## config.mk

```make
export PLATFORM = sky130hd
export DESIGN_NAME = jtag_tap_ctrl
export DESIGN_NICKNAME = d
export VERILOG_FILES = /design/src/rtl/jtag_tap_pkg.sv /design/src/rtl/jtag_tap_fsm.sv /design/src/rtl/jtag_ir_unit.sv /design/src/rtl/jtag_dr_bank.sv /design/src/rtl/jtag_tap_ctrl.sv
export SDC_FILE = /design/constraint.sdc
export NUM_CORES = 1
export LEC_CHECK = 0
export ABC_AREA = 1
export ABC_CLOCK_PERIOD_IN_PS = 4050
export BUFFER_PORTS_ARGS = -buffer_cell sky130_fd_sc_hd__buf_4
export CAP_MARGIN = 20
export CORE_UTILIZATION = 50
export DETAILED_ROUTE_END_ITERATION = 10
export HOLD_SLACK_MARGIN = 0.08
export PLACE_DENSITY = 0.7
export SETUP_SLACK_MARGIN = 0.05
export SYNTH_ARGS = -nofsm -noshare
export SYNTH_HDL_FRONTEND = slang
export SYNTH_SLANG_ARGS = --single-unit
```

## constraint.sdc

```tcl
create_clock -name tck -period 4.05 [get_ports tck]
set_input_delay 0 -clock tck [delete_from_list [all_inputs] [get_ports tck]]
set_output_delay 0 -clock tck [all_outputs]
set_load 0.01 [all_outputs]
```

## src/rtl/jtag_tap_pkg.sv

```systemverilog
package jtag_tap_pkg;

  localparam int IR_W  = 5;
  localparam int AUX_N = 3;

  localparam logic [IR_W-1:0] OP_IDCODE  = 5'b00001;
  localparam logic [IR_W-1:0] OP_PRELOAD = 5'b00010;
  localparam logic [IR_W-1:0] OP_SAMPLE  = 5'b00011;
  localparam logic [IR_W-1:0] OP_EXTEST  = 5'b00100;
  localparam logic [IR_W-1:0] OP_AUX0    = 5'b11011;
  localparam logic [IR_W-1:0] OP_AUX1    = 5'b10001;
  localparam logic [IR_W-1:0] OP_AUX2    = 5'b10000;
  localparam logic [IR_W-1:0] IR_CAPTURE = 5'b00001;

  typedef enum logic [3:0] {
    ST_TLR, ST_RTI,
    ST_SEL_DR, ST_CAP_DR, ST_SHF_DR, ST_EX1_DR, ST_PAU_DR, ST_EX2_DR, ST_UPD_DR,
    ST_SEL_IR, ST_CAP_IR, ST_SHF_IR, ST_EX1_IR, ST_PAU_IR, ST_EX2_IR, ST_UPD_IR
  } tap_state_e;

  typedef enum logic [1:0] { DR_BYPASS, DR_ID, DR_BSR } dr_sel_e;

  typedef struct packed {
    dr_sel_e sel;
    logic    load_upd;
    logic    extest;
  } ir_dec_t;

  // Data register choice; reserved and auxiliary codes fall to bypass.
  function automatic ir_dec_t ir_decode(input logic [IR_W-1:0] op);
    ir_dec_t d;
    d = '{sel: DR_BYPASS, load_upd: 1'b0, extest: 1'b0};
    case (op)
      OP_IDCODE:  d.sel = DR_ID;
      OP_PRELOAD: begin d.sel = DR_BSR; d.load_upd = 1'b1; end
      OP_SAMPLE:  d.sel = DR_BSR;
      OP_EXTEST:  begin d.sel = DR_BSR; d.load_upd = 1'b1; d.extest = 1'b1; end
      default:    d.sel = DR_BYPASS;
    endcase
    return d;
  endfunction

  function automatic logic [AUX_N-1:0] aux_decode(input logic [IR_W-1:0] op);
    case (op)
      OP_AUX0: return 3'b001;
      OP_AUX1: return 3'b010;
      OP_AUX2: return 3'b100;
      default: return 3'b000;
    endcase
  endfunction

endpackage

```

## src/rtl/jtag_tap_fsm.sv

```systemverilog
module jtag_tap_fsm
  import jtag_tap_pkg::*;
(
  input  logic       tck,
  input  logic       trst,
  input  logic       tms,
  output tap_state_e state
);

  tap_state_e nxt;

  always_comb begin
    case (state)
      ST_TLR:    nxt = tms ? ST_TLR    : ST_RTI;
      ST_RTI:    nxt = tms ? ST_SEL_DR : ST_RTI;
      ST_SEL_DR: nxt = tms ? ST_SEL_IR : ST_CAP_DR;
      ST_CAP_DR: nxt = tms ? ST_EX1_DR : ST_SHF_DR;
      ST_SHF_DR: nxt = tms ? ST_EX1_DR : ST_SHF_DR;
      ST_EX1_DR: nxt = tms ? ST_UPD_DR : ST_PAU_DR;
      ST_PAU_DR: nxt = tms ? ST_EX2_DR : ST_PAU_DR;
      ST_EX2_DR: nxt = tms ? ST_UPD_DR : ST_SHF_DR;
      ST_UPD_DR: nxt = tms ? ST_SEL_DR : ST_RTI;
      ST_SEL_IR: nxt = tms ? ST_TLR    : ST_CAP_IR;
      ST_CAP_IR: nxt = tms ? ST_EX1_IR : ST_SHF_IR;
      ST_SHF_IR: nxt = tms ? ST_EX1_IR : ST_SHF_IR;
      ST_EX1_IR: nxt = tms ? ST_UPD_IR : ST_PAU_IR;
      ST_PAU_IR: nxt = tms ? ST_EX2_IR : ST_PAU_IR;
      ST_EX2_IR: nxt = tms ? ST_UPD_IR : ST_SHF_IR;
      ST_UPD_IR: nxt = tms ? ST_SEL_DR : ST_RTI;
      default:   nxt = ST_TLR;
    endcase
  end

  always_ff @(posedge tck) begin
    if (trst) state <= ST_TLR;
    else      state <= nxt;
  end

endmodule

```

## src/rtl/jtag_ir_unit.sv

```systemverilog
module jtag_ir_unit
  import jtag_tap_pkg::*;
(
  input  logic             tck,
  input  logic             trst,
  input  logic             tdi,
  input  tap_state_e       state,
  output logic             ir_lsb,
  output logic [IR_W-1:0]  ir_q,
  output ir_dec_t          dec,
  output logic [AUX_N-1:0] grant
);

  logic [IR_W-1:0] ir_sh;

  always_ff @(posedge tck) begin
    if (trst) begin
      ir_q  <= OP_IDCODE;
      ir_sh <= '0;
      grant <= '0;
    end else begin
      case (state)
        ST_TLR: begin
          ir_q  <= OP_IDCODE;
          grant <= '0;
        end
        ST_CAP_IR: ir_sh <= IR_CAPTURE;
        ST_SHF_IR: ir_sh <= {tdi, ir_sh[IR_W-1:1]};
        ST_UPD_IR: begin
          // An owned port ignores further instructions until reset.
          if (grant == '0) begin
            ir_q  <= ir_sh;
            grant <= aux_decode(ir_sh);
          end
        end
        default: ;
      endcase
    end
  end

  assign ir_lsb = ir_sh[0];
  assign dec    = ir_decode(ir_q);

endmodule

```

## src/rtl/jtag_dr_bank.sv

```systemverilog
module jtag_dr_bank
  import jtag_tap_pkg::*;
#(
  parameter logic [31:0] ID_VALUE = 32'h4BA5_E01D,
  parameter int          BSR_LEN  = 8
) (
  input  logic               tck,
  input  logic               trst,
  input  logic               tdi,
  input  tap_state_e         state,
  input  dr_sel_e            sel,
  input  logic               load_upd,
  input  logic [BSR_LEN-1:0] pin_in,
  output logic               dr_lsb,
  output logic [BSR_LEN-1:0] bsr_hold
);

  localparam int          ID_W    = 32;
  localparam logic [31:0] ID_WORD = {ID_VALUE[ID_W-1:1], 1'b1};

  logic [ID_W-1:0]    id_sr;
  logic [BSR_LEN-1:0] bsr_sr;
  logic               byp;

  always_ff @(posedge tck) begin
    if (trst) begin
      id_sr    <= '0;
      bsr_sr   <= '0;
      byp      <= 1'b0;
      bsr_hold <= '0;
    end else begin
      case (state)
        ST_CAP_DR: begin
          case (sel)
            DR_ID:   id_sr  <= ID_WORD;
            DR_BSR:  bsr_sr <= pin_in;
            default: byp    <= 1'b0;
          endcase
        end
        ST_SHF_DR: begin
          case (sel)
            DR_ID:   id_sr  <= {tdi, id_sr[ID_W-1:1]};
            DR_BSR:  bsr_sr <= {tdi, bsr_sr[BSR_LEN-1:1]};
            default: byp    <= tdi;
          endcase
        end
        ST_UPD_DR: if (load_upd) bsr_hold <= bsr_sr;
        default: ;
      endcase
    end
  end

  always_comb begin
    case (sel)
      DR_ID:   dr_lsb = id_sr[0];
      DR_BSR:  dr_lsb = bsr_sr[0];
      default: dr_lsb = byp;
    endcase
  end

endmodule

```

## src/rtl/jtag_tap_ctrl.sv

```systemverilog
module jtag_tap_ctrl
  import jtag_tap_pkg::*;
#(
  parameter logic [31:0] ID_VALUE = 32'h4BA5_E01D,
  parameter int          BSR_LEN  = 8
) (
  input  logic               tck,
  input  logic               trst,
  input  logic               tms,
  input  logic               tdi,
  output logic               tdo,
  output logic               tdo_oe,
  input  logic [BSR_LEN-1:0] pin_in,
  input  logic [BSR_LEN-1:0] core_out,
  output logic [BSR_LEN-1:0] pad_out,
  output logic               func_reset,
  output logic [AUX_N-1:0]   aux_grant,
  output logic [AUX_N-1:0]   aux_tdi,
  input  logic [AUX_N-1:0]   aux_tdo
);

  tap_state_e         state;
  ir_dec_t            dec;
  logic [IR_W-1:0]    cur_ir;
  logic               ir_lsb;
  logic               dr_lsb;
  logic [BSR_LEN-1:0] bsr_hold;
  logic               tdo_r;
  logic               oe_r;
  logic               owned;

  jtag_tap_fsm u_fsm (
    .tck(tck), .trst(trst), .tms(tms), .state(state)
  );

  jtag_ir_unit u_ir (
    .tck(tck), .trst(trst), .tdi(tdi), .state(state),
    .ir_lsb(ir_lsb), .ir_q(cur_ir), .dec(dec), .grant(aux_grant)
  );

  jtag_dr_bank #(.ID_VALUE(ID_VALUE), .BSR_LEN(BSR_LEN)) u_dr (
    .tck(tck), .trst(trst), .tdi(tdi), .state(state),
    .sel(dec.sel), .load_upd(dec.load_upd), .pin_in(pin_in),
    .dr_lsb(dr_lsb), .bsr_hold(bsr_hold)
  );

  // Serial output launched on the falling edge.
  always_ff @(negedge tck) begin
    if (trst) begin
      tdo_r <= 1'b0;
      oe_r  <= 1'b0;
    end else begin
      oe_r <= (state == ST_SHF_IR) || (state == ST_SHF_DR);
      if (state == ST_SHF_IR)      tdo_r <= ir_lsb;
      else if (state == ST_SHF_DR) tdo_r <= dr_lsb;
    end
  end

  genvar g;
  generate
    for (g = 0; g < AUX_N; g++) begin : g_aux
      assign aux_tdi[g] = aux_grant[g] & tdi;
    end
  endgenerate

  assign owned      = |aux_grant;
  assign tdo        = owned ? |(aux_tdo & aux_grant) : tdo_r;
  assign tdo_oe     = owned | oe_r;
  assign func_reset = dec.extest;
  assign pad_out    = dec.extest ? bsr_hold : core_out;

endmodule

```

* Word level (Yosys, flattened, before mapping)
Index checks and enable logic that the tools add are counted.
** Operators by class
- Equal/unequal tests :: 31
- Multiplexer cells :: 36
- Bitwise logic cells :: 5
- Reduce and logical (&&, ||, !) cells :: 20
** Operator list (number)
- $mux 32 :: 2
- $pmux 32 s2 :: 1
- $pmux 4 s12 :: 1
- $eq 4x4->1 const B :: 8
- $mux 8 :: 3
- $pmux 5 s2 :: 2
- $eq 4x3->1 const B :: 4
- $mux 4 :: 4
- $pmux 8 s2 :: 1
- $eq 5x5->1 const B :: 3
- $reduce_or 3->1 :: 4
- $eq 5x2->1 const B :: 2
- $mux 1 :: 10
- $ne 2x1->1 const B :: 5
- $mux 3 :: 3
- $pmux 3 s3 :: 1
- $reduce_and 3->1 :: 3
- $eq 4x2->1 const B :: 2
- $reduce_bool 2->1 :: 4
- $reduce_or 2->1 :: 4
- $mux 2 :: 3
- $pmux 3 s2 :: 1
- $eq 5x1->1 const B :: 1
- $eq 5x3->1 const B :: 1
- other kinds (14) :: 19
** Word-level totals
- Bits in registers :: 68
- Input bits :: 23
- Output and inout port bits :: 17
- Logic and storage cells :: 102

* Longest topological paths before layout
Gate-level depths: netlist of the first run.
- Depth after elaboration :: 7
- Gate-level depth with buffers :: 14
- Mapped depth without buffers :: 12

* Hierarchy
A second synthesis of the first run with hierarchy kept.
** Second synthesis, totals
- Cell total of the unflattened synthesis :: 474
- Area, all modules :: 3347.0 um^2
** Modules (own cells, without submodules)
- jtag_dr_bank :: instances 1, cells each 262, area an instance 1986.9 um^2, sequential area each 980.9 um^2
- jtag_ir_unit :: instances 1, cells each 102, area an instance 650.6 um^2, sequential area each 260.2 um^2
- jtag_tap_fsm :: instances 1, cells each 64, area an instance 391.6 um^2, sequential area each 80.1 um^2
- jtag_tap_ctrl :: instances 1, cells each 46, area an instance 317.8 um^2, sequential area each 40.0 um^2

==> results.yml, run 1 <==
clocking:
  cts_buffer_depth: 2
  post-cts-setup-buffer-count: 0
  ctsHoldBuffers: 12
  numCtsBuffers: 9
  tritoncts: "yes"
  htree_levels: 3
  cts_root_buf: "clkbuf_8"
  insertion_delay_ns: 0.37
  cts_sinks: 68
  clk_pin_slew_ns: 0.06
  cts_resized: 0
die:
  io-pin-count: 40
  die_h_um: 82.7
  die_area_mm2: 0.00683
  core_region_area_mm2: 0.00631
  std_cell_rows: 29
  start_util_pct: 51.5
  die_x_um: 82.7
global_route:
  use_met1_pct: 27.1
  grt_max_degree: 38
  grt_pass1_vias: 2647
  antenna_found_initial: 0
  grt_util_met2_pct: 36.4
  grt_overflow: 0
  grt_most_used_layer: "met2"
  use_met3_pct: 3.96
  grt_use_total_pct: 22.0
  grt_pass1_wl_mm: 11.4
synth:
  syn_avg_cell_area_um2: 6.63
  synth_fp_nets: 516
  synth_warnings: 0
  syn_inst: 491
  syn-cell-area_mm2: 0.00325
  ys_seq_elements: 68
  yosysSeqAreaShare_pct: 41.8
  ys_types: 24
setup_path:
  crit_type: "flop to flop"
  r2r-start: "u_ir.ir_q[0]"
  cp_data_required_time_ns: 2.29
  cp_data_arrival_time_ns: 1.86
  cp-start-kind: "flop"
  critPathLaunch: "u_ir.ir_q[0]"
  endpoint_kind: "flop"
  path_max_fanout: 10
route:
  drt-wirelength-per-cell_um: 11.3
  vias: 3067
  antenna_left: 0
  detail_route.drc_violations: 0
  firstDrtPassIters: 4
  via_per_inst: 4.96
  drt-initial-drc-count: 143
  totalWireLength_mm: 6.96
min_path:
  hold_class: "primary input to output port"
  worstHoldStart: "core_out[6]"
sta:
  drv_slew: 0
  slew_headroom_pct: 53.4
  skew_ns: 0.0399
  setup_viol: 0
  hold_viol_final: 0
  tightest_slew_ns: 0.697
  rsz0062_at_grt: "false"
  finalSetupTns_ns: 0
placed_design:
  hpwlAfterDp_mm: 4.68
  place_area_mm2: 0.00355
  gp_congestion: 0.872
  io_buffers: 39
final_layout:
  antenna_cells: 0
  area_growth_pct: 19.2
  fillCellCount: 619
  stdcell_area_mm2: 0.00388
  layout.nets: 561
  drive_gt1_share_pct: 15.0
outcome:
  status: "completed"
job:
  drv_cap: 0
power_and_ir_drop:
  p_leak_nw: 1.75
  ir_drop_uv: 280
  power_mw: 1.54
  cellPowerDensity_mw_per_mm2: 397
## sequential cells by signal (all words and copies together), names as in the netlist
register       count
oe_r               1
u_ir.ir_q          5
u_dr.byp           1
u_dr.bsr_sr        8
u_dr.bsr_hold      8
tdo_r              1
u_ir.grant         3
u_fsm.state        4
u_dr.id_sr        32
u_ir.ir_sh         5
## cell families (layout without fill, tap and decap cells)
| logic type | Yosys count | in the layout | share of synthesized area, % |
|---|---|---|---|
| flip-flops | 68 | 68 | 41.8 |
| adder cells (fa/ha/maj) | 2 | 2 | 0.769 |
| AO/OA/AOI/OAI | 78 | 78 | 13.4 |
| buffers and inverters | 65 | 115 | 8.54 |
| AND/OR/NAND/NOR | 278 | 278 | 35.5 |
## final cells by class
class / instances / area (um2) / share of cell area (%)
multi-input combinational: 358 / 1610 / 41.6
sequential: 68 / 1360 / 35.1
timing repair buffer: 54 / 435 / 11.2
inverter: 43 / 161 / 4.16
clock buffer: 11 / 151 / 3.90
tap: 77 / 96.3 / 2.48
clock inverter: 7 / 57.6 / 1.48
## layout by cell type, fill, tap and decap left out, types with 2 or more instances in the layout
master / instances
a21oi_1: 40
a21oi_2: 10
a22oi_1: 2
buf_4: 42
clkbuf_8: 11
clkinv_2: 4
dfxtp_1: 68
dlygate4sd3_1: 12
ha_1: 2
inv_1: 43
nand2_1: 162
nand2_2: 6
nand3_1: 26
nand3b_1: 2
nand4_1: 3
nor2_1: 73
nor2_4: 3
o21ai_0: 25
## critical path, cell delays in order (launching register included)
cell and delay (ns):
dfxtp_1 0.36, nor2_1 0.15, nand3_2 0.20, nand2_2 0.14
ha_1 0.27, nand3b_1 0.17, nand3_1 0.07, nand3_1 0.06
nand2_1 0.06, inv_1 0.03
## through the flow
step	utilization [%]	setup WS (ns)	hold slack, ns	instances
global placement	56.3	0.457	0.274	589
floorplan	-	0.227	0.0980	491
CTS	61.4	0.427	0.277	618
finish	61.4	0.435	0.275	618
detailed placement	56.3	0.416	0.277	589
global route	61.4	0.293	0.302	618
## where the power goes
group | internal, mW | switching [mW] | total, mW
clock network | 0.316 | 0.250 | 0.566
registers | 0.692 | 0.0185 | 0.711
logic | 0.0952 | 0.167 | 0.262
total | 1.10 | 0.435 | 1.54
## cells in the mapped netlist, drive strengths merged
cell / count / share of area, %
a211oi: 1 / 0.23
buf: 10 / 2.2
ha: 2 / 0.77
clkbuf: 11 / 1.3
o21ai: 25 / 3.8
nand4: 3 / 0.58
nand2: 168 / 20
a21oi: 50 / 8.8
a22oi: 2 / 0.46
inv: 43 / 5.0
nand3: 27 / 4.3
dfxtp: 68 / 42
nand3b: 2 / 0.46
clkinv: 1 / 0.12
nor2: 78 / 10
## final timing paths
check	slack, ns	end	depth (start not counted)
min reg2reg	0.45	u_dr.id_sr[14]	2
min	0.28	pad_out[6]	4
max reg2reg	0.43	tdo_r	9
max	0.43	tdo_r	9
## metal layers
metal  share of wire, %  vias to the layer above
met4                1.8                        0
met5                  0                        -
met2                 47                       57
met1                 47                     1372
li1                   -                     1626
met3                4.0                       12
Note: power is estimated with default switching activity, not from simulation.
==> run 2, diff against run 1 <==
--- a/config.mk
+++ b/config.mk
@@ -12,7 +12,7 @@
 export CORE_UTILIZATION = 50
 export DETAILED_ROUTE_END_ITERATION = 10
 export HOLD_SLACK_MARGIN = 0.08
-export PLACE_DENSITY = 0.7
+export PLACE_DENSITY = 0.67
 export SETUP_SLACK_MARGIN = 0.05
 export SYNTH_ARGS = -nofsm -noshare
 export SYNTH_HDL_FRONTEND = slang
==> run 2 against run 1 <==
  * Cell count stayed put
  * Via count grew 0.13%
  * Hold slack improved by 0.0017 ns
  * Design area fell by 0.19%
  * Non-clock buffer count stayed put
  * Sequential cell count unchanged
  * Die area is the same
  * Critical endpoint unchanged
  * Routed wire length grew 2.3%
  * Global-route usage down 0.13 points
  * Count of clock-buffer cells in the layout increased by 1
==> results.yml, run 2 (synthesis results as in run 1) <==
outcome:
  status: "completed"
clocking:
  clk_pin_slew_ns: 0.07
  cts_sinks: 68
  cts_buffer_depth: 2
  ctsHoldBuffers: 11
  insertion_delay_ns: 0.38
  cts_root_buf: "clkbuf_8"
  htree_levels: 3
  cts_resized: 0
  tritoncts: "yes"
  numCtsBuffers: 9
  post-cts-setup-buffer-count: 0
final_layout:
  area_growth_pct: 19.0
  largest_reg_flops: 32
  fillCellCount: 623
  final_common_cell: "nand2_1"
  final_cell_mix: "nand2_1 (162), nor2_1 (73), dfxtp_1 (68)"
  layout.nets: 561
  antenna_cells: 0
  drive_gt1_share_pct: 15.0
  reg_top3: "u_dr.id_sr x32, u_dr.bsr_hold x8, u_dr.bsr_sr x8"
  top_register: "u_dr.id_sr"
  layout.cells.non_filler: 618
setup_path:
  crit_type: "flop to flop"
  path_delay_family: "simple AND/OR/NAND/NOR gates"
  cp_data_required_time_ns: 2.30
  r2r_end: "tdo_r"
  cp_common_cell: "nand3_1"
  crit_buf_inv: 1
  slowest_delay_ns: 0.36
  endpoint_kind: "flop"
  path_cells: "nor2_1, nand3_2, nand2_2, ha_1, nand3b_1, nand3_1, nand3_1, nand2_1, inv_1"
  cp_data_arrival_time_ns: 1.92
  r2r-start: "u_ir.ir_q[0]"
  cp-start-kind: "flop"
  rrSetupSlack_ns: 0.39
  path_max_fanout: 10
  cp_slowest_cell: "dfxtp_1"
  r2r_cells: 9
sta:
  finalSetupTns_ns: 0
  holdWs_ns: 0.277
  drv_slew: 0
  setup_viol: 0
  hold_viol_final: 0
  rsz0062_at_grt: "false"
  skew_ns: 0.0386
  slew_headroom_pct: 53.4
  tightest_slew_ns: 0.698
power_and_ir_drop:
  p_leak_nw: 1.72
  swShare_pct: 29.8
  p_comb_share_pct: 17.2
  p_sw_mw: 0.453
  p_clk_share_pct: 36.0
  p_int_mw: 1.07
  ir_drop_uv: 236
  cellPowerDensity_mw_per_mm2: 393
  seqPwrFrac_pct: 46.8
placed_design:
  gp_congestion: 0.865
  io_buffers: 39
  dp_cells: 590
  hpwlAfterDp_mm: 4.75
die:
  start_util_pct: 51.5
  die_h_um: 82.7
  die_area_mm2: 0.00683
  core_region_area_mm2: 0.00631
  io-pin-count: 40
  die_x_um: 82.7
  std_cell_rows: 29
global_route:
  grt_overflow: 0
  grt_use_total_pct: 21.9
  grt_pass1_wl_mm: 11.4
  antenna_found_initial: 0
  grt_max_degree: 38
  grt_pass1_vias: 2720
route:
  drt-wirelength-per-cell_um: 11.5
  detail_route.drc_violations: 0
  drt-initial-drc-count: 163
  via_per_inst: 4.97
  vias: 3071
  totalWireLength_mm: 7.12
  firstDrtPassIters: 4
  antenna_left: 0
min_path:
  hold_class: "primary input to output port"
  whs_path_depth: 4
  worstHoldStart: "core_out[3]"
  holdPathEnd: "pad_out[3]"
job:
  drv_cap: 0
run 2: cell count changes in the layout (fill, tap and decap cells not counted):
cell / before / now
buf_4: 42 / 43
bufinv_16: 1 / 0
clkbuf_1: 0 / 1
clkbuf_16: 0 / 1
clkbuf_8: 11 / 10
clkinv_2: 4 / 0
clkinvlp_4: 0 / 4
dlygate4sd3_1: 12 / 11
run 2: layout make-up:
type	instances	area, um2	share of cell area [%]
clock buffer	12	166	4.30
inverter	43	161	4.17
sequential	68	1360	35.2
multi-input combinational	358	1610	41.7
clock inverter	6	37.5	0.970
tap	77	96.3	2.49
timing repair buffer	54	433	11.2
run 2: worst reg2reg max path: cells and delay by family (launching register included):
kind,cells,cell delay (ns)
fa+ha+maj,1,0.27
flops,1,0.36
buf+inv,1,0.03
simple gates,7,0.91
run 2: power groups by stage:
stage | Sequential (mW) | Clock, mW | Combinational (mW)
3_5_place_dp | 0.725 | 0.00464 | 0.253
4_1_cts | 0.710 | 0.557 | 0.262
6_report | 0.711 | 0.547 | 0.262
2_1_floorplan | 0.721 | 0.00464 | 0.184
3_3_place_gp | 0.724 | 0.00464 | 0.250
5_1_grt | 0.713 | 0.586 | 0.297
run 2: how the worst max path moves through the flow:
stage / from / endpoint / slack, ns / depth (start not counted)
after CTS: u_ir.ir_q[0] / tdo_r / 0.38 / 9
after floorplan: u_ir.ir_q[0] / tdo_r / 0.23 / 13
after global placement: u_ir.ir_q[0] / tdo_r / 0.46 / 9
after global routing: u_ir.ir_q[2] / tdo_r / 0.23 / 10
final: u_ir.ir_q[0] / tdo_r / 0.39 / 9
after detailed placement: u_ir.ir_q[0] / tdo_r / 0.39 / 9
run 2: routing by layer:
layer | routed length [um] | vias to the layer above | part of all wire [%] | track usage (%)
met1 | 3310 | 1364 | 46 | 25.8
met4 | 161 | 0 | 2.3 | 10.9
met3 | 294 | 13 | 4.1 | 3.85
li1 | - | 1625 | - | -
met5 | 0 | - | 0 | 0
met2 | 3350 | 69 | 47 | 37.9
run 2: through the flow:
step	instance area [um2]	total power, mW	setup WS, ns	utilization [%]
global placement	3560	0.978	0.459	56.4
global route	3870	1.60	0.233	61.3
detailed placement	3560	0.983	0.392	56.4
CTS	3870	1.53	0.381	61.3
finish	3870	1.52	0.385	61.3
floorplan	3250	0.910	0.227	-
==> run 3, diff against run 2 <==
--- a/config.mk
+++ b/config.mk
@@ -9,10 +9,11 @@
 export ABC_CLOCK_PERIOD_IN_PS = 4050
 export BUFFER_PORTS_ARGS = -buffer_cell sky130_fd_sc_hd__buf_4
 export CAP_MARGIN = 20
-export CORE_UTILIZATION = 50
+export CORE_UTILIZATION = 35
+export CTS_CLUSTER_DIAMETER = 120
 export DETAILED_ROUTE_END_ITERATION = 10
 export HOLD_SLACK_MARGIN = 0.08
-export PLACE_DENSITY = 0.67
+export PLACE_DENSITY = 0.5
 export SETUP_SLACK_MARGIN = 0.05
 export SYNTH_ARGS = -nofsm -noshare
 export SYNTH_HDL_FRONTEND = slang
==> run 3 against run 2 <==
  * Critical path depth is the same
  * Clock skew rose by 0.0048 ns
  * Clock power grew 8.6%
  * Die area up 42%
  * Sequential power barely moved
  * Combinational power barely moved
  * Routed wire length increased by 7.6%
  * Largest cell class unchanged
==> results.yml, run 3 (synthesis results as in run 1) <==
final_layout:
  area_growth_pct: 20.5
  antenna_cells: 0
  largest_reg_flops: 32
  fillCellCount: 986
  reg_top3: "u_dr.id_sr x32, u_dr.bsr_hold x8, u_dr.bsr_sr x8"
  drive_gt1_share_pct: 15.2
  final_common_cell: "nand2_1"
  final_cell_mix: "nand2_1 (162), nor2_1 (73), dfxtp_1 (68)"
  top_register: "u_dr.id_sr"
  layout.nets: 561
setup_path:
  crit_end: "tdo_r"
  critPathLaunch: "u_ir.ir_q[0]"
  r2r_cells: 9
  crit_type: "flop to flop"
  cp_data_arrival_time_ns: 1.90
  path_max_fanout: 10
  cp_data_required_time_ns: 2.29
  cp_common_cell: "nand3_1"
  cp_slowest_cell: "dfxtp_1"
  cp-start-kind: "flop"
  r2r-start: "u_ir.ir_q[0]"
  r2r_end: "tdo_r"
  endpoint_kind: "flop"
  slowest_delay_ns: 0.36
  rrSetupSlack_ns: 0.39
  path_cells: "nor2_1, nand3_2, nand2_2, ha_1, nand3b_1, nand3_1, nand3_1, nand2_1, inv_1"
clocking:
  cts_sinks: 68
  clk_pin_slew_ns: 0.07
  htree_levels: 3
  tritoncts: "yes"
  cts_buffer_depth: 2
  cts_root_buf: "clkbuf_8"
  insertion_delay_ns: 0.37
  numCtsBuffers: 9
die:
  std_cell_rows: 34
  io-pin-count: 40
  start_util_pct: 36.8
  die_h_um: 98.4
  die_x_um: 98.4
  die_area_mm2: 0.00968
  core_region_area_mm2: 0.00885
route:
  drt-wirelength-per-cell_um: 11.8
  drt-initial-drc-count: 201
  antenna_left: 0
  detail_route.drc_violations: 0
  vias: 3063
  firstDrtPassIters: 6
  via_per_inst: 4.72
  totalWireLength_mm: 7.66
job:
  drv_cap: 0
placed_design:
  io_buffers: 39
  gp_congestion: 0.759
  hpwlAfterDp_mm: 5.05
outcome:
  status: "completed"
global_route:
  antenna_found_initial: 0
  grt_overflow: 0
  grt_pass1_vias: 2956
  grt_pass1_wl_mm: 13.0
  grt_use_total_pct: 16.7
  grt_max_degree: 38
sta:
  finalSetupTns_ns: 0
  hold_viol_final: 0
  skew_ns: 0.0434
  tightest_slew_ns: 0.700
  rsz0062_at_grt: "false"
  holdWs_ns: 0.274
  setup_viol: 0
  drv_slew: 0
  slew_headroom_pct: 53.2
min_path:
  hold_class: "primary input to output port"
  worstHoldStart: "core_out[2]"
power_and_ir_drop:
  p_leak_nw: 1.74
  ir_drop_uv: 183
  cellPowerDensity_mw_per_mm2: 400
-- run 3: critical path, delay by kind of cell (launching register included) --
family / cells / cell delay (ns)
and+or+nand+nor: 7 / 0.91
adders and majority gates: 1 / 0.27
buffers and inverters: 1 / 0.03
DFF: 1 / 0.36
-- run 3: routing by layer --
metal  GRT usage, %  share of wire, %
met1           20.9                50
met2           28.4                46
met3           3.26               2.7
met4           6.43              0.54
met5              0                 0
-- run 3: report_power, final --
group,internal [mW],total (mW),switching (mW)
combinational,0.0955,0.265,0.169
sequential,0.692,0.710,0.0179
clock,0.321,0.594,0.273
-- run 3: area by class of cell --
cell class                 count  area [um2]  share of cell area [%]
tap                          108         135                    3.45
timing repair buffer          54         433                    11.0
clock inverter                 7        65.1                    1.66
inverter                      43         161                    4.12
clock buffer                  11         151                    3.86
multi-input combinational    358        1610                    41.2
sequential                    68        1360                    34.7
-- run 3: per-stage QoR --
stage | setup slack, ns | util (%) | instances | power (mW) | area, um2
detailed placement | 0.356 | 40.7 | 621 | 0.988 | 3600
global placement | 0.392 | 40.7 | 621 | 0.988 | 3600
global route | 0.240 | 44.3 | 649 | 1.66 | 3920
finish | 0.394 | 44.3 | 649 | 1.57 | 3920
floorplan | 0.227 | - | 491 | 0.910 | 3250
CTS | 0.365 | 44.3 | 649 | 1.59 | 3920
-- run 3: how the worst min path moves through the flow --
stage / endpoint / slack, ns / depth (start not counted)
3_3_place_gp: pad_out[6] / 0.27 / 4
4_1_cts: pad_out[2] / 0.28 / 4
5_1_grt: pad_out[0] / 0.30 / 4
3_5_place_dp: pad_out[2] / 0.28 / 4
6_report: pad_out[2] / 0.27 / 4
2_1_floorplan: aux_tdi[0] / 0.1 / 2
-- run 3: what timing repair did --
action / in CTS / in global routing
hold endpoints to repair: 21 / 0
hold buffers: 11 / 0
setup buffers: 0 / 0
gates resized for setup: 0 / 0
